`src/rtl/segram_pkg.sv`:
```
package segram_pkg;

    typedef enum logic [2:0] {
        PH_PREFIX = 3'd0,
        PH_ADDR   = 3'd1,
        PH_READ   = 3'd2,
        PH_WRITE  = 3'd3,
        PH_CMD    = 3'd4,
        PH_SKIP   = 3'd5
    } phase_e;

    localparam int          PFX_BITS  = 3;
    localparam logic [2:0]  PFX_READ  = 3'b110;
    localparam logic [2:0]  PFX_WRITE = 3'b101;
    localparam logic [2:0]  PFX_CMD   = 3'b100;

endpackage

```
`src/rtl/segram_sync.sv`:
```
module segram_sync #(
    parameter int                 WIDTH   = 4,
    parameter int                 STAGES  = 2,
    parameter logic [WIDTH-1:0]   RST_VAL = '0
) (
    input  logic             clk,
    input  logic             rst_n,
    input  logic [WIDTH-1:0] async_i,
    output logic [WIDTH-1:0] level_o
);

    logic [STAGES-1:0][WIDTH-1:0] stg_d, stg_q;

    always_comb begin
        stg_d[0] = async_i;
        for (int i = 1; i < STAGES; i++) begin
            stg_d[i] = stg_q[i-1];
        end
    end

    always_ff @(posedge clk or negedge rst_n) begin
        if (!rst_n) begin
            stg_q <= {STAGES{RST_VAL}};
        end else begin
            stg_q <= stg_d;
        end
    end

    assign level_o = stg_q[STAGES-1];

endmodule

```
`src/rtl/segram_store.sv`:
```
module segram_store #(
    parameter int AW     = 6,
    parameter int DATA_W = 4,
    parameter int DEPTH  = 32
) (
    input  logic                        clk,
    input  logic                        rst_n,
    input  logic                        we_i,
    input  logic [AW-1:0]               addr_i,
    input  logic [DATA_W-1:0]           wdata_i,
    output logic [DATA_W-1:0]           rdata_o,
    input  logic [$clog2(DEPTH)-1:0]    scan_addr_i,
    output logic [DATA_W-1:0]           scan_data_o
);

    localparam int              IDX_W   = $clog2(DEPTH);
    localparam logic [AW:0]     DEPTH_L = (AW+1)'(DEPTH);

    logic [DEPTH-1:0][DATA_W-1:0] mem_d, mem_q;
    logic                         in_range;

    assign in_range = ({1'b0, addr_i} < DEPTH_L);

    always_comb begin
        mem_d = mem_q;
        if (we_i && in_range) begin
            mem_d[addr_i[IDX_W-1:0]] = wdata_i;
        end
    end

    always_ff @(posedge clk or negedge rst_n) begin
        if (!rst_n) begin
            mem_q <= '0;
        end else begin
            mem_q <= mem_d;
        end
    end

    assign rdata_o     = in_range ? mem_q[addr_i[IDX_W-1:0]] : '0;
    assign scan_data_o = mem_q[scan_addr_i];

    // an out-of-range write leaves the addressed alias word untouched
    a_r9_no_alias_write: assert property (@(posedge clk) disable iff (!rst_n)
        (we_i && !in_range) |=> (mem_q[$past(addr_i[IDX_W-1:0])] == $past(mem_q[addr_i[IDX_W-1:0]])));

endmodule

```
`src/rtl/segram_frame_ctrl.sv`:
```
module segram_frame_ctrl
    import segram_pkg::*;
#(
    parameter int AW     = 6,
    parameter int DATA_W = 4,
    parameter int CMD_W  = 9,
    parameter int DEPTH  = 32
) (
    input  logic              clk,
    input  logic              rst_n,
    input  logic              cs_hi_i,
    input  logic              wr_lvl_i,
    input  logic              rd_lvl_i,
    input  logic              din_i,
    input  logic [DATA_W-1:0] rd_data_i,
    output logic [AW-1:0]     addr_o,
    output logic              we_o,
    output logic [DATA_W-1:0] wdata_o,
    output logic              dout_o,
    output logic              oe_o,
    output logic [CMD_W-1:0]  cmd_word_o,
    output logic              cmd_valid_o
);

    localparam int               SH_W      = (CMD_W > AW) ? CMD_W : AW;
    localparam int               CNT_W     = $clog2(SH_W + 1);
    localparam int               NC_W      = (DATA_W > 1) ? $clog2(DATA_W) : 1;
    localparam logic [AW-1:0]    LAST_ADDR = AW'(DEPTH - 1);
    localparam logic [NC_W-1:0]  LAST_BIT  = NC_W'(DATA_W - 1);
    localparam logic [CNT_W-1:0] PFX_LAST  = CNT_W'(PFX_BITS - 1);
    localparam logic [CNT_W-1:0] ADDR_LAST = CNT_W'(AW - 1);
    localparam logic [CNT_W-1:0] CMD_LAST  = CNT_W'(CMD_W - 1);

    typedef struct packed {
        phase_e              phase;
        logic                is_rd;
        logic [CNT_W-1:0]    cnt;
        logic [SH_W-1:0]     shift;
        logic [AW-1:0]       addr;
        logic [NC_W-1:0]     rcnt;
        logic [NC_W-1:0]     wcnt;
        logic [DATA_W-1:0]   nib;
        logic                dout;
        logic                oe;
        logic [CMD_W-1:0]    cmd;
        logic                cmd_vld;
        logic                wr_prev;
        logic                rd_prev;
    } ctl_s;

    ctl_s q, n;

    logic              wr_rise, rd_fall, rd_ok;
    logic [SH_W-1:0]   shifted;
    logic [DATA_W-1:0] nib_next;
    logic [AW-1:0]     addr_inc;

    assign wr_rise  = wr_lvl_i & ~q.wr_prev;
    assign rd_fall  = ~rd_lvl_i & q.rd_prev;
    assign shifted  = {q.shift[SH_W-2:0], din_i};
    assign addr_inc = (q.addr == LAST_ADDR) ? '0 : q.addr + 1'b1;
    assign rd_ok    = (q.phase == PH_READ) || ((q.phase == PH_WRITE) && (q.wcnt == '0));

    always_comb begin
        n        = q;
        n.cmd_vld = 1'b0;
        we_o     = 1'b0;
        nib_next = q.nib;
        nib_next[q.wcnt] = din_i;
        wdata_o  = nib_next;

        if (cs_hi_i) begin
            n = '0;
        end else begin
            if (wr_rise) begin
                n.oe = 1'b0;
            end

            if (rd_fall && rd_ok) begin
                n.dout = rd_data_i[q.rcnt];
                n.oe   = 1'b1;
                n.rcnt = q.rcnt + 1'b1;
                if ((q.phase == PH_READ) && (q.rcnt == LAST_BIT)) begin
                    n.addr = addr_inc;
                end
            end

            if (wr_rise) begin
                case (q.phase)
                    PH_PREFIX: begin
                        n.shift = shifted;
                        n.cnt   = q.cnt + 1'b1;
                        if (q.cnt == PFX_LAST) begin
                            n.cnt = '0;
                            case (shifted[PFX_BITS-1:0])
                                PFX_READ: begin
                                    n.phase = PH_ADDR;
                                    n.is_rd = 1'b1;
                                end
                                PFX_WRITE: begin
                                    n.phase = PH_ADDR;
                                    n.is_rd = 1'b0;
                                end
                                PFX_CMD:  n.phase = PH_CMD;
                                default:  n.phase = PH_SKIP;
                            endcase
                        end
                    end
                    PH_ADDR: begin
                        n.shift = shifted;
                        n.cnt   = q.cnt + 1'b1;
                        if (q.cnt == ADDR_LAST) begin
                            n.cnt   = '0;
                            n.addr  = shifted[AW-1:0];
                            n.rcnt  = '0;
                            n.wcnt  = '0;
                            n.phase = q.is_rd ? PH_READ : PH_WRITE;
                        end
                    end
                    PH_WRITE: begin
                        n.nib  = nib_next;
                        n.wcnt = q.wcnt + 1'b1;
                        if (q.wcnt == LAST_BIT) begin
                            we_o   = 1'b1;
                            n.addr = addr_inc;
                            n.rcnt = '0;
                        end
                    end
                    PH_CMD: begin
                        n.shift = shifted;
                        n.cnt   = q.cnt + 1'b1;
                        if (q.cnt == CMD_LAST) begin
                            n.cnt     = '0;
                            n.cmd     = shifted[CMD_W-1:0];
                            n.cmd_vld = 1'b1;
                        end
                    end
                    default: ;
                endcase
            end
        end

        n.wr_prev = wr_lvl_i;
        n.rd_prev = rd_lvl_i;
    end

    always_ff @(posedge clk or negedge rst_n) begin
        if (!rst_n) begin
            q         <= '0;
            q.wr_prev <= 1'b1;
            q.rd_prev <= 1'b1;
        end else begin
            q <= n;
        end
    end

    assign addr_o      = q.addr;
    assign dout_o      = q.dout;
    assign oe_o        = q.oe;
    assign cmd_word_o  = q.cmd;
    assign cmd_valid_o = q.cmd_vld;

    // deselect clears the drive enable, the strobe and the frame state
    a_r1_deselect_clears: assert property (@(posedge clk) disable iff (!rst_n)
        cs_hi_i |=> (!oe_o && !cmd_valid_o && (q.phase == PH_PREFIX) && (q.cnt == '0)));

    // a read strobe fall in a read phase turns the drive on
    a_r4_read_drives: assert property (@(posedge clk) disable iff (!rst_n)
        (!cs_hi_i && rd_fall && (q.phase == PH_READ)) |=> oe_o);

    // the word after the last address is address zero
    a_r6_addr_wrap: assert property (@(posedge clk) disable iff (!rst_n)
        (we_o && (addr_o == LAST_ADDR)) |=> (addr_o == '0));

    // a read inside a write-prefixed frame keeps the address in place
    a_r7_rmw_holds_addr: assert property (@(posedge clk) disable iff (!rst_n)
        (!cs_hi_i && rd_fall && (q.phase == PH_WRITE)) |=> $stable(addr_o));

    // the configuration strobe lasts a single cycle
    a_r8_single_pulse: assert property (@(posedge clk) disable iff (!rst_n)
        cmd_valid_o |=> !cmd_valid_o);

endmodule

```
`src/rtl/segram_serial_port.sv`:
```
module segram_serial_port #(
    parameter int ADDR_W      = 6,
    parameter int WORDS       = 32,
    parameter int NIB_W       = 4,
    parameter int CFG_W       = 9,
    parameter int SYNC_STAGES = 2
) (
    input  logic                        clk,
    input  logic                        rst_n,
    input  logic                        sel_n_i,
    input  logic                        wclk_i,
    input  logic                        rclk_i,
    input  logic                        sdio_i,
    output logic                        sdio_o,
    output logic                        sdio_oe_o,
    output logic [CFG_W-1:0]            cfg_word_o,
    output logic                        cfg_stb_o,
    input  logic [$clog2(WORDS)-1:0]    scan_addr_i,
    output logic [NIB_W-1:0]            scan_nib_o
);

    localparam int         PIN_N   = 4;
    localparam logic [3:0] PIN_RST = 4'b1110;

    logic [PIN_N-1:0]  pins_sync;
    logic [ADDR_W-1:0] mem_addr;
    logic              mem_we;
    logic [NIB_W-1:0]  mem_wdata;
    logic [NIB_W-1:0]  mem_rdata;

    segram_sync #(
        .WIDTH   (PIN_N),
        .STAGES  (SYNC_STAGES),
        .RST_VAL (PIN_RST)
    ) u_sync (
        .clk     (clk),
        .rst_n   (rst_n),
        .async_i ({sel_n_i, wclk_i, rclk_i, sdio_i}),
        .level_o (pins_sync)
    );

    segram_frame_ctrl #(
        .AW     (ADDR_W),
        .DATA_W (NIB_W),
        .CMD_W  (CFG_W),
        .DEPTH  (WORDS)
    ) u_ctrl (
        .clk         (clk),
        .rst_n       (rst_n),
        .cs_hi_i     (pins_sync[3]),
        .wr_lvl_i    (pins_sync[2]),
        .rd_lvl_i    (pins_sync[1]),
        .din_i       (pins_sync[0]),
        .rd_data_i   (mem_rdata),
        .addr_o      (mem_addr),
        .we_o        (mem_we),
        .wdata_o     (mem_wdata),
        .dout_o      (sdio_o),
        .oe_o        (sdio_oe_o),
        .cmd_word_o  (cfg_word_o),
        .cmd_valid_o (cfg_stb_o)
    );

    segram_store #(
        .AW     (ADDR_W),
        .DATA_W (NIB_W),
        .DEPTH  (WORDS)
    ) u_store (
        .clk         (clk),
        .rst_n       (rst_n),
        .we_i        (mem_we),
        .addr_i      (mem_addr),
        .wdata_i     (mem_wdata),
        .rdata_o     (mem_rdata),
        .scan_addr_i (scan_addr_i),
        .scan_data_o (scan_nib_o)
    );

endmodule

```
`config.mk`:
```
export PLATFORM = sky130hd
export DESIGN_NAME = segram_serial_port
export DESIGN_NICKNAME = d
export VERILOG_FILES = /design/src/rtl/segram_pkg.sv /design/src/rtl/segram_sync.sv /design/src/rtl/segram_store.sv /design/src/rtl/segram_frame_ctrl.sv /design/src/rtl/segram_serial_port.sv
export SDC_FILE = /design/constraint.sdc
export NUM_CORES = 1
export LEC_CHECK = 0
export BUFFER_PORTS_ARGS = -buffer_cell sky130_fd_sc_hd__buf_2
export CAP_MARGIN = 20
export CORE_UTILIZATION = 40
export DETAILED_ROUTE_END_ITERATION = 8
export GPL_TIMING_DRIVEN = 0
export PLACE_DENSITY_LB_ADDON = 0.2
export SYNTH_ARGS = -nofsm -noshare
export SYNTH_HDL_FRONTEND = slang
export SYNTH_SLANG_ARGS = --single-unit
```
`constraint.sdc`:
```
create_clock -name clk -period 2.05 [get_ports clk]
set_input_delay 0.1025 -clock clk [delete_from_list [all_inputs] [get_ports clk]]
set_output_delay 0.1025 -clock clk [all_outputs]
set_load 0.01 [all_outputs]
```
==> flow_summary.json <==
{
  "status": "finished, violations left",
  "violations": "setup timing",
  "synthesis.area_sq_um": 9460,
  "htreeDepth": 4,
  "cp.depth": 6,
  "root_buffer": "clkbuf_16",
  "wl_per_cell_microns": 21.4,
  "numCtsBuffers": 17,
  "tightestPinTransition_ns": 0.834,
  "cp.required_ns": 1.95,
  "max-vdd-ir-drop_mv": 0.520,
  "grt_usage": 0.238,
  "initial_core_util": 0.413,
  "final_common_cell": "dfrtp_1",
  "slew_viol_final": 0,
  "regArea_sq_um": 4520,
  "fp-row-count": 55,
  "finalSetupViolCount": 5,
  "yosysWarnings": 0,
  "drt-initial-drc-count": 634,
  "gp_congestion": 0.917,
  "rr_endpoint": "u_ctrl.dout_o",
  "synth_cell_types": 62,
  "syn2layout_area_growth_pct": 26.0,
  "hold-worst-slack_ns": 0.176,
  "drt_wl_total_mm": 27.6,
  "rrSetupSlack_ns": -0.28,
  "vias": 7460,
  "dieHeight_microns": 156,
  "end_kind": "primary output",
  "antenna_left": 0,
  "seq_area_frac_synth": 0.477,
  "cts_tree": "done",
  "avgSynthCellArea_sq_um": 10.8,
  "vias_per_cell": 5.77,
  "power_leakage_uw": 0.00474,
  "finalSetupTns_ns": -1.63,
  "syn_nets": 902,
  "async_reset_ff_frac": 1.00,
  "layout_common_cells": "dfrtp_1 (171), nand2_1 (156), o21ai_0 (125)",
  "drive_above_1_share": 0.307,
  "dieArea_sq_um": 24300,
  "critPathMaxFanout": 10,
  "hold_violations": 0,
  "powerDensity_nw_per_um2": 594,
  "critPathMostFrequentCell": "mux4_2",
  "insertion_delay_ns": 0.44,
  "n_antenna_cell": 0,
  "cp_slowest_cell": "clkbuf_1",
  "die_w_microns": 156,
  "ys.flop_type": "dfrtp_1",
  "drc_errors": 0,
  "synth_seq_cells": 180,
  "grt_pass1_wl_mm": 42.7,
  "critPathLaunch": "scan_addr_i[1]",
  "io_pins": 27,
  "final_net_count": 990,
  "synth_edf_count": 0,
  "start_kind": "input port",
  "drv_cap": 0,
  "port-buffer-count": 23,
  "path_delay_family": "multiplexers",
  "rsz0062_at_grt": "yes",
  "fill_cells": 1976,
  "min_path_type": "input port to async pin",
  "reg2reg_from": "u_ctrl.addr_o[2]",
  "dpl.hpwl_mm": 18.7,
  "fmax_ghz": 0.414,
  "multi_input_area_sq_um": 5210,
  "cp_cell_sequence": "buf_2 -> clkbuf_1 -> mux4_2 -> mux4_2 -> mux2_4 -> buf_6",
  "finalClockSkew_ns": 0.0172,
  "cpPeakStageDelay_ns": 0.64,
  "arrival_ns": 2.31,
  "clock_sinks": 180,
  "cts.clk_slew.worst_paths_ns": 0.07,
  "synth_cells": 878,
  "total_power_uw": 7080,
  "first_pass_iters": 5,
  "grt_max_degree": 120,
  "post-route-period-util": 1.18,
  "final_util": 0.520,
  "cts_buffer_depth": 2,
  "cp-endpoint": "scan_nib_o[2]",
  "crit_type": "input port to primary output",
  "antenna_found_initial": 0,
  "grt.overflow.total": 0,
  "fin_ws_ns": -0.364,
  "design.core.area_sq_um": 22900,
  "relSlewSlack": 0.444,
  "reg2regPathDepth": 6,
  "crit_buf_inv": 3,
  "grt_pass1_vias": 7065,
  "timing.final.crit_period_ns": 2.41
}
[kinds of logic after synthesis]
logic type,count (synthesis),share of synthesized area
xor gates and xnor gates,8,0.00741
DFF,180,0.477
adders and majority gates,13,0.0172
buffers and inverters,78,0.0381
AOI/OAI and AO/OA,216,0.133
and+or+nand+nor,291,0.142
muxes,92,0.185
[repair_timing]
item                                   CTS  global route
hold buffers                             5             0
pin swaps                                3            15
endpoints found under the hold margin   65             0
gates cloned                             1             3
buffers inserted                        22            21
setup endpoints to repair              148           153
resized for setup                      108            88
[registers in the layout, indices dropped and copies added, names as in the netlist]
name                count
u_sync.stg_d            4
u_ctrl.cmd_valid_o      1
u_ctrl.dout_o           1
u_sync.level_o          4
u_ctrl.addr_o           6
u_ctrl.q               26
u_store.mem_q         128
u_ctrl.oe_o             1
u_ctrl.cmd_word_o       9
[where the power goes]
group | switching, uW | leakage (uW) | internal [uW] | total (uW)
Combinational | 191 | 0.00198 | 81.3 | 273
Sequential | 10.2 | 0.00248 | 3570 | 3580
Clock | 1470 | 0.000278 | 1760 | 3230
Total | 1670 | 0.00474 | 5410 | 7080
[worst min-delay path by stage]
stage | startpoint | to | slack (ns) | depth (start not counted)
final | rst_n | u_store.mem_q[86] | 0.18 | 2
after global routing | rst_n | u_store.mem_q[82] | 0.22 | 2
after global placement | rclk_i | u_sync.stg_d[5] | 0.21 | 1
after CTS | rst_n | u_store.mem_q[86] | 0.20 | 2
after detailed placement | rst_n | u_store.mem_q[82] | 0.07 | 1
after floorplan | rst_n | u_ctrl.addr_o[0] | -0.19 | 0
[per-stage QoR]
stage               instance area [sq um]  setup slack [ns]  cells
finish                              11900            -0.364   1292
global route                        11900            -0.381   1292
CTS                                 11400            -0.359   1269
detailed placement                  10000            -0.730   1215
global placement                    10000             -2.14   1214
floorplan                            9490          -0.00292    878
[Yosys cell counts (8+ instances only)]
cell	count	share of area
nor2_1	23	0.0091
buf_4	12	0.0095
o21ai_0	131	0.069
o21ai_1	11	0.0058
mux4_2	64	0.15
dfstp_2	8	0.022
clkbuf_1	43	0.017
ha_1	13	0.017
a22o_1	16	0.015
inv_1	9	0.0036
nor3_1	9	0.0048
a21oi_1	18	0.0095
nand2_1	161	0.064
nor2b_1	11	0.0073
dfrtp_1	172	0.46
mux2_2	8	0.0095
mux2i_1	19	0.020
buf_2	12	0.0064
nand3_1	40	0.021
nand2b_1	8	0.0053
[layout make-up]
cell class	count	area share
inverter	9	0.00336
timing repair buffer	75	0.0587
tap	313	0.0329
buffer	63	0.0403
multi-input combinational	620	0.437
clock inverter	12	0.0101
sequential	180	0.379
clock buffer	20	0.0383
[per-layer routing]
metal,track usage,wire (microns),vias up
met4,0.0873,808,0
li1,-,-,3407
met2,0.361,12700,268
met5,0,0,-
met3,0.0561,1780,63
met1,0.332,12300,3722
No activity file was read; power rests on OpenSTA's default activity.
